## src/rtl/cell_level_pkg.sv

```systemverilog
package cell_level_pkg;
  localparam int GATE_N   = 4;
  localparam int G_NEAR   = 0;
  localparam int G_CELL_A = 1;
  localparam int G_CELL_B = 2;
  localparam int G_FAR    = 3;
  typedef logic [GATE_N-1:0] gate_t;
endpackage

```

## src/rtl/cl_decode.sv

```systemverilog
module cl_decode #(
  parameter int LVL_W = 3
) (
  input  logic [LVL_W-1:0] lvl,
  output logic             legal,
  output logic             odd,
  output logic             neg,
  output logic             full
);
  localparam logic signed [LVL_W-1:0] LV_HI = LVL_W'(2);
  localparam logic signed [LVL_W-1:0] LV_LO = -LV_HI;
  logic signed [LVL_W-1:0] s;

  always_comb begin
    s     = $signed(lvl);
    legal = (s <= LV_HI) && (s >= LV_LO);
    odd   = s[0];
    neg   = s[LVL_W-1];
    full  = (s == LV_HI) || (s == LV_LO);
  end
endmodule

```

## src/rtl/cl_pick.sv

```systemverilog
module cl_pick
  import cell_level_pkg::*;
(
  input  logic  legal,
  input  logic  odd,
  input  logic  neg,
  input  logic  full,
  input  logic  i_pos,
  input  logic  cap_hi,
  input  logic  clamp,
  output gate_t gate_d,
  output logic  err_d
);
  logic want_chg;
  logic against;

  always_comb begin
    want_chg = ~cap_hi;
    against  = (want_chg == i_pos);
    gate_d   = '0;
    err_d    = 1'b0;
    if (!legal) begin
      err_d = 1'b1;
    end else if (full) begin
      gate_d[G_NEAR] = ~neg;
      gate_d[G_FAR]  = neg;
    end else if (odd && !clamp) begin
      if (against) begin
        gate_d[G_CELL_A] = 1'b1;
        gate_d[G_NEAR]   = ~neg;
      end else begin
        gate_d[G_CELL_B] = 1'b1;
        gate_d[G_FAR]    = neg;
      end
    end
  end
endmodule

```

## src/rtl/cl_hold.sv

```systemverilog
module cl_hold
  import cell_level_pkg::*;
(
  input  logic  clk,
  input  logic  rst,
  input  logic  stb,
  input  gate_t gate_d,
  input  logic  err_d,
  output gate_t gate_q,
  output logic  err_q
);
  always_ff @(posedge clk) begin
    if (rst) begin
      gate_q <= '0;
      err_q  <= 1'b0;
    end else if (stb) begin
      gate_q <= gate_d;
      err_q  <= err_d;
    end
  end

  AST_HOLD_QUIET: assert property (@(posedge clk) disable iff (rst)
    !stb |=> ($stable(gate_q) && $stable(err_q)));
endmodule

```

## src/rtl/cell_level_sel.sv

```systemverilog
module cell_level_sel
  import cell_level_pkg::*;
#(
  parameter int LVL_W = 3
) (
  input  logic             clk,
  input  logic             rst,
  input  logic [LVL_W-1:0] lvl_i,
  input  logic             i_pos_i,
  input  logic             cap_hi_i,
  input  logic             stb_i,
  input  logic             clamp_i,
  output logic [3:0]       gate_o,
  output logic             err_o
);
  localparam logic signed [LVL_W-1:0] CHK_HI = LVL_W'(2);
  localparam logic signed [LVL_W-1:0] CHK_LO = -CHK_HI;

  logic  legal, odd, neg, full, err_d;
  gate_t gate_d, gate_q;

  cl_decode #(.LVL_W(LVL_W)) dec_i (
    .lvl(lvl_i), .legal(legal), .odd(odd), .neg(neg), .full(full)
  );

  cl_pick pick_i (
    .legal(legal), .odd(odd), .neg(neg), .full(full),
    .i_pos(i_pos_i), .cap_hi(cap_hi_i), .clamp(clamp_i),
    .gate_d(gate_d), .err_d(err_d)
  );

  cl_hold hold_i (
    .clk(clk), .rst(rst), .stb(stb_i),
    .gate_d(gate_d), .err_d(err_d),
    .gate_q(gate_q), .err_q(err_o)
  );

  assign gate_o = gate_q;

  AST_NO_TRIPLE: assert property (@(posedge clk) disable iff (rst)
    (gate_o != 4'b0101) && (gate_o != 4'b1010));

  AST_BAD_SAFE: assert property (@(posedge clk) disable iff (rst)
    (stb_i && (($signed(lvl_i) > CHK_HI) || ($signed(lvl_i) < CHK_LO)))
    |=> (gate_o == 4'b0000) && err_o);

  AST_CLAMP_BYPASS: assert property (@(posedge clk) disable iff (rst)
    (stb_i && clamp_i) |=> !gate_o[1] && !gate_o[2]);

  AST_EVEN_BYPASS: assert property (@(posedge clk) disable iff (rst)
    (stb_i && !lvl_i[0]) |=> !gate_o[1] && !gate_o[2]);
endmodule

```

## config.mk

```make
export PLATFORM = sky130hd
export DESIGN_NAME = cell_level_sel
export DESIGN_NICKNAME = d
export VERILOG_FILES = /design/src/rtl/cell_level_pkg.sv /design/src/rtl/cl_decode.sv /design/src/rtl/cl_pick.sv /design/src/rtl/cl_hold.sv /design/src/rtl/cell_level_sel.sv
export SDC_FILE = /design/constraint.sdc
export NUM_CORES = 1
export LEC_CHECK = 0
export CAP_MARGIN = 20
export CORE_AREA = 8 8 45 47
export CTS_CLUSTER_DIAMETER = 30
export CTS_CLUSTER_SIZE = 40
export DETAILED_ROUTE_END_ITERATION = 10
export DIE_AREA = 0 0 53 55
export PLACE_DENSITY = 0.44
export SLEW_MARGIN = 40
export SYNTH_ARGS = -nofsm -noshare
export SYNTH_HDL_FRONTEND = slang
export SYNTH_SLANG_ARGS = --single-unit
```

## constraint.sdc

```tcl
create_clock -name clk -period 1.85 [get_ports clk]
set_input_delay 0.37 -clock clk [delete_from_list [all_inputs] [get_ports clk]]
set_output_delay 0.37 -clock clk [all_outputs]
set_load 0.01 [all_outputs]
```

# Word level (Yosys, flattened, before mapping)
# Cells that the tools add are included.
# Widths: inputs -> output; s select.
[word_totals] inputBits=9 ff_bits=5
[op_classes] n_reduce_logical=4 n_eq_ne=3 mux=8 order_cmp=2 n_bitwise=2
[ops] operator="$mux 4" count=2
[ops] operator="$mux 2" count=3
[ops] operator="$eq 3x2->1 const B" count=1
[ops] operator="$eq 3x3->1 const B" count=1
[ops] operator="$ge 3x2->1 const B" count=1
[ops] operator="$le 3x3->1 const B" count=1
[ops] operator="$mux 1" count=3
[ops] operator="$logic_and 1x1->1" count=2
[ops] operator="$not 1->1" count=2
[ops] operator="$eq 1x1->1" count=1
[ops] operator="$logic_not 1->1" count=1
[ops] operator="$logic_or 1x1->1" count=1

# Longest topological paths before layout
# Gate-level depths: netlist of run 1.
[logic_depth] depth_word=6 depth_mapped=4 ltp_nobuf=3

# Hierarchy
# A second synthesis of run 1 with hierarchy kept.
[hier_totals] hier_cells=33 hier_area_um2=302.8
[by_module_without_submodules] module="cl_hold" instances=1 cells_per_inst=16 area_each_um2=180.2 seq_area_each_um2=100.1
[by_module_without_submodules] module="cl_pick" instances=1 cells_per_inst=12 area_each_um2=86.3 seq_area_each_um2=0.0
[by_module_without_submodules] module="cl_decode" instances=1 cells_per_inst=5 area_each_um2=36.3 seq_area_each_um2=0.0

# Worst setup path before layout of run 1
# No wires, ideal clock.
[synth_path] path_kind="input-to-reg" from="input port stb_i" to="register hold_i.gate_q[0]" arrival_ns=0.903 cell_stages=4 setup_slack_ns=0.821 setup_time_ns=0.126 t_required_ns=1.724 cell_sequence="buf_6 inv_4 a222oi_1 nor4_2"
[synth_lines] item="from (decl)" line="cell_level_sel.sv:11" text="input logic stb_i,"
[synth_lines] item="to (signal assigned)" line="cl_hold.sv:17" text="gate_q <= gate_d;"
[synth_lines] item="to (decl)" line="cl_hold.sv:9" text="output gate_t gate_q,"

# Worst setup path after layout of run 1
[layout_path] from="register hold_i.gate_q[0]" to="output port gate_o[0]"
[layout_lines] item="to (decl)" line="cell_level_sel.sv:13" text="output logic [3:0] gate_o,"
# No word-level cell between the ends.

==> results of run 1 <==
## per-layer routing
layer  up-vias  GRT usage, %  wire (µm)  share of wire, %
met3         2          3.48         82                10
met1       136          6.39        342                42
li1        140             -          -                 -
met5         -             0          0                 0
met4         0          5.17          8              0.98
met2         9          10.2        386                47
## worst paths after layout
path	endpoint	slack, ns	startpoint
setup / recovery	gate_o[0]	0.34	hold_i.gate_q[0]
hold reg to reg	hold_i.gate_q[1]	0.45	hold_i.gate_q[1]
hold / removal	hold_i.gate_q[1]	0.45	hold_i.gate_q[1]
setup reg to reg	hold_i.gate_q[0]	0.92	hold_i.gate_q[0]
## state kept, by name, summed over array words and instances, names as in the netlist
name,flops
hold_i.err_q,1
hold_i.gate_q,4
## worst register-to-register path, stage by stage (launching register included)
cell                       delay [ns]
sky130_fd_sc_hd__dfxtp_1         0.32
sky130_fd_sc_hd__a222oi_1        0.42
sky130_fd_sc_hd__nor4_2          0.06
## layout make-up
type	instances	area (µm²)	share of cell area, %
Inverter	3	13.8	3.22
Tap cell	16	20.0	4.68
Timing Repair Buffer	13	130	30.4
Multi-Input combinational cell	22	138	32.2
Clock buffer	4	26.3	6.14
Sequential cell	5	100	23.4
## cells by family (layout without fill, tap and decap cells)
logic type | after synthesis | after routing | share of synthesized area, %
AND/OR/NAND/NOR | 12 | 12 | 24.8
AO/OA/AOI/OAI | 8 | 8 | 21.0
flip-flops | 5 | 5 | 38.1
buffers and inverters | 4 | 20 | 9.53
XOR/XNOR | 2 | 2 | 6.67
## power by group through the flow
| stage | Combinational [mW] | Sequential [mW] | Clock [mW] |
|---|---|---|---|
| 2_1_floorplan | 0.0237 | 0.118 | 0 |
| 3_3_place_gp | 0.0564 | 0.116 | 0 |
| 3_5_place_dp | 0.0569 | 0.117 | 0 |
| 4_1_cts | 0.0579 | 0.114 | 0.134 |
| 5_1_grt | 0.0626 | 0.115 | 0.141 |
| 6_report | 0.0577 | 0.114 | 0.131 |
## Yosys cell counts
cell and instances:
sky130_fd_sc_hd__dfxtp_1 5, sky130_fd_sc_hd__nor2_1 4, sky130_fd_sc_hd__nand2_1 3, sky130_fd_sc_hd__inv_1 2, sky130_fd_sc_hd__o21ai_0 2, sky130_fd_sc_hd__a21oi_1 1
sky130_fd_sc_hd__a222oi_1 1, sky130_fd_sc_hd__a31oi_1 1, sky130_fd_sc_hd__and2_1 1, sky130_fd_sc_hd__buf_6 1, sky130_fd_sc_hd__inv_4 1, sky130_fd_sc_hd__nand3_1 1
sky130_fd_sc_hd__nand4b_1 1, sky130_fd_sc_hd__nor2b_1 1, sky130_fd_sc_hd__nor4_2 1, sky130_fd_sc_hd__o2111ai_1 1, sky130_fd_sc_hd__o211a_1 1, sky130_fd_sc_hd__o21ai_1 1
sky130_fd_sc_hd__xnor2_1 1, sky130_fd_sc_hd__xor2_1 1
## metrics by stage
stage	utilization [%]	hold WS, ns
6_report	30.9	0.450
5_1_grt	30.9	0.500
3_3_place_gp	29.0	0.446
4_1_cts	30.9	0.452
2_1_floorplan	-	0.439
3_5_place_dp	29.0	0.446
==> results.ini, run 1 <==
[timing]
setup-tns-final_ns = 0
relative_slew_margins_pct = 72.9
hold_violations = 0
layout_worst_path_cycle_share_pct = 81.7
fmax_mhz = 662
setup_ws_ns = 0.338
rsz_0062_raised_after_global_routing = no
worst_pin_slew_ns = 0.406
drv_slew = 0
finalSetupViolations = 0
layout_min_cycle_time_ns = 1.51
clock-skew-final_ns = 0

[placement]
dp_worst_setup_slack_ns = 0.158
last_weighted_congestion_value_of_the_routability_driven_placer = 0.757
io_buffers = 13
numPlacedInstances = 59
hpwlAfterDp_um = 627
postPlaceCellArea_um2 = 402

[cells_and_area]
net_count_final = 57
post_layout_nonfiller_instances = 63
layout_commonest_cell = sky130_fd_sc_hd__clkdlybuf4s50_1
final_cell_area_um2 = 428
antenna-diode-count = 0
layout.filler_cells = 155
layout-drive-gt1-share_pct = 10.6
area_growth_pct = 62.9
final_cell_mix = sky130_fd_sc_hd__clkdlybuf4s50_1, sky130_fd_sc_hd__dfxtp_1, sky130_fd_sc_hd__nor2_1, sky130_fd_sc_hd__nand2_1, sky130_fd_sc_hd__clkbuf_4

[floorplanning]
die_footprint_mm2 = 0.00292
initial_utilization_pct = 19.0
num_rows = 14
die_h_um = 55
top_level_port_count = 14
design.core.area_mm2 = 0.00138
dieWidth_um = 53

[pwr]
worst_ir_drop_vdd_mv = 0.205
int_pwr_mw = 0.226
power_switching_share_pct = 25.5
p_leak_nw = 0.163
combinationalPowerShare_pct = 19.1
net-switching-power_mw = 0.0772
power.sequential.fraction_pct = 37.8
clkPwrFrac_pct = 43.2
finalPower_mw = 0.303
cellPowerDensity_mw_per_mm2 = 708

[critical_path]
timing.reg2reg.worst_path_depth = 2
worst_path_dominant_cell_family = buffers and inverters
critical_path_peak_fanout = 3
cp_slowest_stage_delay_ns = 0.55
cp_slowest_cell = sky130_fd_sc_hd__clkdlybuf4s50_1
end_kind = output pin
crit_required_ns = 1.48
cp_data_arrival_time_ns = 1.14
path_depth = 1
critical_path.n_buffers_inverters = 1
timing_worst_setup_path_type = flip-flop to output pin
worstPathCellList = clkdlybuf4s50_1
critical_path.startpoint_type = flip-flop

[logic_synthesis]
yosys.cell_types.count = 20
synth.cell_area_um2 = 263
post-synth-top-area-cell = sky130_fd_sc_hd__dfxtp_1
synth-seq-cells = 5
syn-instance-count = 31
postSynthNetCount = 40
synth.avg_cell_area_um2 = 8.48
yosys.area.top_type_share_pct = 38.1
synth.area.top_cells = sky130_fd_sc_hd__dfxtp_1, sky130_fd_sc_hd__nor2_1, sky130_fd_sc_hd__nor4_2, sky130_fd_sc_hd__buf_6, sky130_fd_sc_hd__nand2_1
synth-seq-area-share_pct = 38.1
synth.yosys.warnings = 0

[route]
post_drt_wl_per_cell_um = 13.0
starting_drc_count_in_detailed_routing = 10
ant_nets = 0
via_total_after_detailed_routing = 287
first_pass_iters = 4
drc = 0
wl_um = 819
routed_via_density = 4.56

[grt]
grt_pass1_wl_mm = 1.37
gr-total-overflow = 0
first_global_vias = 321
grt_max_degree = 9
globalRouteTotalUtil_pct = 6.51
initial_antenna_violation_count = 0

[cts]
cts-root-to-sink-buffers = 2
clock_sink_count = 5
post_cts_resize_count = 0
cts_root_buf = sky130_fd_sc_hd__clkbuf_4
htree_levels = 1
clk_transition_reported_paths_ns = 0.05
tritoncts = yes
cts.hold.buffers_added = 0
clock_insertion_delay_worst_skew_ns = 0.24
post-cts-setup-buffers = 0
inserted_clock_buffers = 3

[worst_hold_path]
hold-path-cell-count = 2
hold_crit_path_type = flip-flop to flip-flop

[run_status]
status = finished clean

[job]
cap_viol_max_count = 0

(Power assumes the default switching activity.)
==> run 2, diff against run 1 <==
Clock period 1.85 ns to 1.5 ns, I/O delays scaled along.
==> run 2 against run 1 <==
Net effect: clock power up 21%; first-iteration DRC count grew 60%; sequential power grew 24%; hold slack better by 0.020 ns; setup slack got worse by 0.27 ns; sequential share of layout area shrank 0.40 points; sequential cell count unchanged; global-route usage fell by 0.72 points; critical path depth unchanged; via count shrank 6.6%; critical path type unchanged; critical endpoint unchanged.
==> results.ini, run 2 (synthesis gave the netlist of run 1 again) <==
[pwr]
p_leak_nw = 0.168  ; +2.9%
worst_ir_drop_vdd_mv = 0.356  ; +74%
finalPower_mw = 0.371  ; +23%
cellPowerDensity_mw_per_mm2 = 853  ; +20%

[critical_path]
critical_path.n_buffers_inverters = 1  ; unchanged
crit_required_ns = 1.20  ; -0.28 ns
critical_path.startpoint_type = flip-flop
cp_data_arrival_time_ns = 1.13  ; about the same
critical_path_peak_fanout = 3  ; unchanged
end_kind = output pin
worst_path_dominant_cell_family = buffers and inverters
worstPathCellList = clkdlybuf4s50_1
timing_worst_setup_path_type = flip-flop to output pin
cp_slowest_cell = sky130_fd_sc_hd__clkdlybuf4s50_1
cp_slowest_stage_delay_ns = 0.54  ; about the same

[cts]
tritoncts = yes
cts_root_buf = sky130_fd_sc_hd__clkbuf_4
clock_insertion_delay_worst_skew_ns = 0.24  ; about the same
inserted_clock_buffers = 3  ; unchanged
post-cts-setup-buffers = 0  ; unchanged
cts-root-to-sink-buffers = 2  ; unchanged
clock_sink_count = 5  ; unchanged
htree_levels = 1  ; unchanged
post_cts_resize_count = 0  ; unchanged
clk_transition_reported_paths_ns = 0.05  ; about the same
cts.hold.buffers_added = 0  ; unchanged

[route]
starting_drc_count_in_detailed_routing = 16  ; +6
wl_um = 750  ; -8.4%
drc = 0  ; unchanged
post_drt_wl_per_cell_um = 11.7  ; -9.9%
via_total_after_detailed_routing = 268  ; -6.6%
routed_via_density = 4.19  ; -8.1%
ant_nets = 0  ; unchanged
first_pass_iters = 5  ; +1

[cells_and_area]
layout_top_registers = hold_i.gate_q x4, hold_i.err_q x1
largest-register = hold_i.gate_q
final_cell_area_um2 = 435  ; +1.8%
final_cell_mix = sky130_fd_sc_hd__clkdlybuf4s50_1, sky130_fd_sc_hd__dfxtp_1, sky130_fd_sc_hd__nor2_1, sky130_fd_sc_hd__nand2_1, sky130_fd_sc_hd__clkbuf_4
area_growth_pct = 65.7
finish.utilization_pct = 31.5  ; +0.54 points
largest_reg_flops = 4  ; unchanged
layout-drive-gt1-share_pct = 12.5  ; +1.9 points
post_layout_nonfiller_instances = 64  ; +1.6%
layout_commonest_cell = sky130_fd_sc_hd__clkdlybuf4s50_1
net_count_final = 58  ; +1.8%
antenna-diode-count = 0  ; unchanged

[timing]
rsz_0062_raised_after_global_routing = no
layout_min_cycle_time_ns = 1.43
fmax_mhz = 701
relative_slew_margins_pct = 76.6  ; +3.6 points
hold_violations = 0  ; unchanged
setup-tns-final_ns = 0  ; unchanged
finalSetupViolations = 0  ; unchanged
layout_worst_path_cycle_share_pct = 95.2
clock-skew-final_ns = 0  ; unchanged
setup_ws_ns = 0.0725  ; -0.266 ns
drv_slew = 0  ; unchanged
worst_pin_slew_ns = 0.352  ; -0.0544 ns
holdWs_ns = 0.470  ; +0.0203 ns

[grt]
first_global_vias = 282  ; -12%
gr-total-overflow = 0  ; unchanged
globalRouteTotalUtil_pct = 5.79  ; -0.72 points
grt_max_degree = 8  ; -1
grt_pass1_wl_mm = 1.21  ; -11%
initial_antenna_violation_count = 0  ; unchanged

[floorplanning]
top_level_port_count = 14  ; unchanged
dieWidth_um = 53  ; unchanged
die_h_um = 55  ; unchanged
die_footprint_mm2 = 0.00292  ; unchanged
design.core.area_mm2 = 0.00138  ; unchanged
initial_utilization_pct = 19.0  ; unchanged
num_rows = 14  ; unchanged

[placement]
numPlacedInstances = 60  ; +1.7%
postPlaceCellArea_um2 = 409  ; +1.9%
dp_worst_setup_slack_ns = 0.0534  ; -0.105 ns
hpwlAfterDp_um = 608  ; -3.0%
last_weighted_congestion_value_of_the_routability_driven_placer = 0.775  ; +2.4%
io_buffers = 13  ; unchanged

[worst_hold_path]
hold_crit_path_type = flip-flop to flip-flop

[run_status]
status = finished clean

[job]
cap_viol_max_count = 0  ; unchanged

==> run 2: changes by cell type in the layout (fill, tap and decap cells not counted) <==
cell | before | now
sky130_fd_sc_hd__buf_4 | 0 | 1
==> run 2: final cells by class <==
type                    count  area, µm²
inverters                   3       13.8
multi-input cells          22        138
fillers                   148        948
well taps                  16       20.0
flip-flops and latches      5        100
repair buffers             14        138
clock buffers               4       26.3
==> run 2: worst paths after layout <==
| kind | startpoint | end | slack (ns) | cells past startpoint |
|---|---|---|---|---|
| worst max-delay path | hold_i.gate_q[0] | gate_o[0] | 0.07 | 1 |
| worst min-delay path | hold_i.gate_q[1] | hold_i.gate_q[1] | 0.47 | 2 |
| worst max register to register | hold_i.gate_q[0] | hold_i.gate_q[0] | 0.63 | 2 |
| worst min register to register | hold_i.gate_q[1] | hold_i.gate_q[1] | 0.47 | 2 |
==> run 2: worst register-to-register path, delay by kind of cell (launching register included) <==
kind | cells | cell delay (ns)
AND/OR/NAND/NOR | 1 | 0.06
flip-flops | 1 | 0.32
AO/OA/AOI/OAI | 1 | 0.37
==> run 2: where the power goes <==
part           switching [mW]  internal [mW]
sequential            0.00264          0.138
clock                  0.0579          0.101
combinational          0.0309         0.0408
total                  0.0914          0.280
==> run 2: layer usage <==
metal	vias to the layer above	share of wire, %	track usage [%]
li1	144	-	-
met3	2	10	3.21
met1	113	44	6.07
met5	-	0	0
met4	0	1.1	5.17
met2	9	44	8.20
==> run 3, diff against run 2 <==
Settings changed: ABC_CLOCK_PERIOD_IN_PS from default to 1500, CTS_BUF_LIST from default to sky130_fd_sc_hd__clkbuf_8.
==> run 3 against run 2 <==
Net effect: sequential power hardly changed; clock skew is the same; clock-buffer cell count down 1; setup slack better by 0.026 ns; core utilization is 1.4 points higher; die area is the same; highest routed layer is now met3; total power rose by 23%; non-clock buffer count stayed put.
==> results.ini, run 3 (synthesis gave the netlist of run 1 again) <==
[cells_and_area]
largest-register = hold_i.gate_q
area_growth_pct = 72.9
finish.utilization_pct = 32.8  ; +1.4 points
layout_commonest_cell = sky130_fd_sc_hd__clkdlybuf4s50_1
antenna-diode-count = 0  ; unchanged
largest_reg_flops = 4  ; unchanged
layout.filler_cells = 149  ; +0.68%
multiInputGateArea_um2 = 138  ; unchanged
final_cell_mix = sky130_fd_sc_hd__clkdlybuf4s50_1, sky130_fd_sc_hd__dfxtp_1, sky130_fd_sc_hd__nor2_1
layout_top_registers = hold_i.gate_q x4, hold_i.err_q x1
sequential_cell_area_um2 = 100  ; unchanged
net_count_final = 58  ; unchanged
layout-drive-gt1-share_pct = 12.5  ; unchanged

[cts]
clock_insertion_delay_worst_skew_ns = 0.22  ; -0.02 ns
tritoncts = yes
cts_root_buf = sky130_fd_sc_hd__clkbuf_8
cts.hold.buffers_added = 0  ; unchanged
clk_transition_reported_paths_ns = 0.04  ; about the same
htree_levels = 1  ; unchanged
inserted_clock_buffers = 3  ; unchanged
post_cts_resize_count = 0  ; unchanged
clock_sink_count = 5  ; unchanged
cts-root-to-sink-buffers = 2  ; unchanged
post-cts-setup-buffers = 0  ; unchanged

[critical_path]
critical_path.startpoint_type = flip-flop
timing_worst_setup_path_type = flip-flop to output pin
end_kind = output pin
cp_data_arrival_time_ns = 1.10  ; -0.03 ns
crit_required_ns = 1.20  ; about the same
worstPathCellList = clkdlybuf4s50_1
cp_slowest_stage_delay_ns = 0.54  ; about the same
critical_path_peak_fanout = 3  ; unchanged
critical_path.n_buffers_inverters = 1  ; unchanged
worst_path_dominant_cell_family = buffers and inverters
cp_slowest_cell = sky130_fd_sc_hd__clkdlybuf4s50_1

[pwr]
worst_ir_drop_vdd_mv = 0.404  ; +14%
p_leak_nw = 0.180  ; +7.1%
cellPowerDensity_mw_per_mm2 = 1000  ; +18%
finalPower_mw = 0.456  ; +23%

[timing]
fmax_mhz = 714  ; +1.9%
setup_ws_ns = 0.0987  ; +0.0262 ns
clock-skew-final_ns = 0  ; unchanged
layout_min_cycle_time_ns = 1.40  ; -0.0262 ns
worst_pin_slew_ns = 0.361  ; +0.00961 ns
drv_slew = 0  ; unchanged
setup-tns-final_ns = 0  ; unchanged
holdWs_ns = 0.461  ; -0.00903 ns
rsz_0062_raised_after_global_routing = no
layout_worst_path_cycle_share_pct = 93.4  ; -1.7 points
relative_slew_margins_pct = 75.9  ; -0.64 points
hold_violations = 0  ; unchanged
finalSetupViolations = 0  ; unchanged

[floorplanning]
dieWidth_um = 53  ; unchanged
initial_utilization_pct = 19.0  ; unchanged
die_footprint_mm2 = 0.00292  ; unchanged
die_h_um = 55  ; unchanged
top_level_port_count = 14  ; unchanged
design.core.area_mm2 = 0.00138  ; unchanged
num_rows = 14  ; unchanged

[grt]
globalRouteTotalUtil_pct = 5.79  ; unchanged
grt_pass1_wl_mm = 1.21  ; unchanged
grt.met1_usage_pct = 6.07  ; unchanged
global_route.peak_usage_layer = met2
gr-total-overflow = 0  ; unchanged
gr-usage-met2_pct = 8.20  ; unchanged
initial_antenna_violation_count = 0  ; unchanged
grt.met3_usage_pct = 3.21  ; unchanged
grt_max_degree = 8  ; unchanged
first_global_vias = 282  ; unchanged

[run_status]
status = finished clean

[worst_hold_path]
hold_crit_path_type = flip-flop to flip-flop

[route]
via_total_after_detailed_routing = 266  ; -0.75%
ant_nets = 0  ; unchanged
starting_drc_count_in_detailed_routing = 13  ; -3
drc = 0  ; unchanged
routed_via_density = 4.16  ; -0.75%
first_pass_iters = 4  ; -1
post_drt_wl_per_cell_um = 11.9  ; +1.7%
wl_um = 763  ; +1.7%

[placement]
hpwlAfterDp_um = 608  ; unchanged
io_buffers = 13  ; unchanged
last_weighted_congestion_value_of_the_routability_driven_placer = 0.775  ; unchanged
dp_worst_setup_slack_ns = 0.0534  ; unchanged

[job]
cap_viol_max_count = 0  ; unchanged

run 3: cell count changes in the layout (fill, tap and decap cells not counted):
cell / previous run / this run
sky130_fd_sc_hd__clkbuf_1: 1 / 0
sky130_fd_sc_hd__clkbuf_4: 3 / 0
sky130_fd_sc_hd__clkbuf_8: 0 / 3
sky130_fd_sc_hd__inv_1: 2 / 3
run 3: path summary, 6_finish.rpt:
path / depth (start not counted) / slack, ns / to / from
worst max-delay path: 1 / 0.1 / gate_o[0] / hold_i.gate_q[0]
worst min-delay path: 2 / 0.46 / hold_i.gate_q[1] / hold_i.gate_q[1]
worst max register to register: 2 / 0.62 / hold_i.gate_q[0] / hold_i.gate_q[0]
worst min register to register: 2 / 0.46 / hold_i.gate_q[1] / hold_i.gate_q[1]
run 3: layout make-up:
class                           instances  share of cell area, %
Clock buffer                            3                   9.09
Clock inverter                          1                  0.826
Inverter                                3                   3.03
Multi-Input combinational cell         22                   30.3
Sequential cell                         5                   22.0
Tap cell                               16                   4.41
Timing Repair Buffer                   14                   30.3
run 3: metrics by stage:
step | instances | cell area (µm²)
6_report | 64 | 454
5_1_grt | 64 | 454
4_1_cts | 64 | 454
3_5_place_dp | 60 | 409
3_3_place_gp | 60 | 409
2_1_floorplan | 31 | 263
run 3: routing by layer:
metal	wire (µm)	share of wire [%]
met5	0	0
met4	0	0
met3	86	11
met2	328	43
met1	348	46
run 3: power by group:
group	internal, mW	leakage, nW	switching (mW)
Clock	0.176	0.0269	0.0668
Combinational	0.0408	0.112	0.0311
Sequential	0.139	0.0407	0.00264
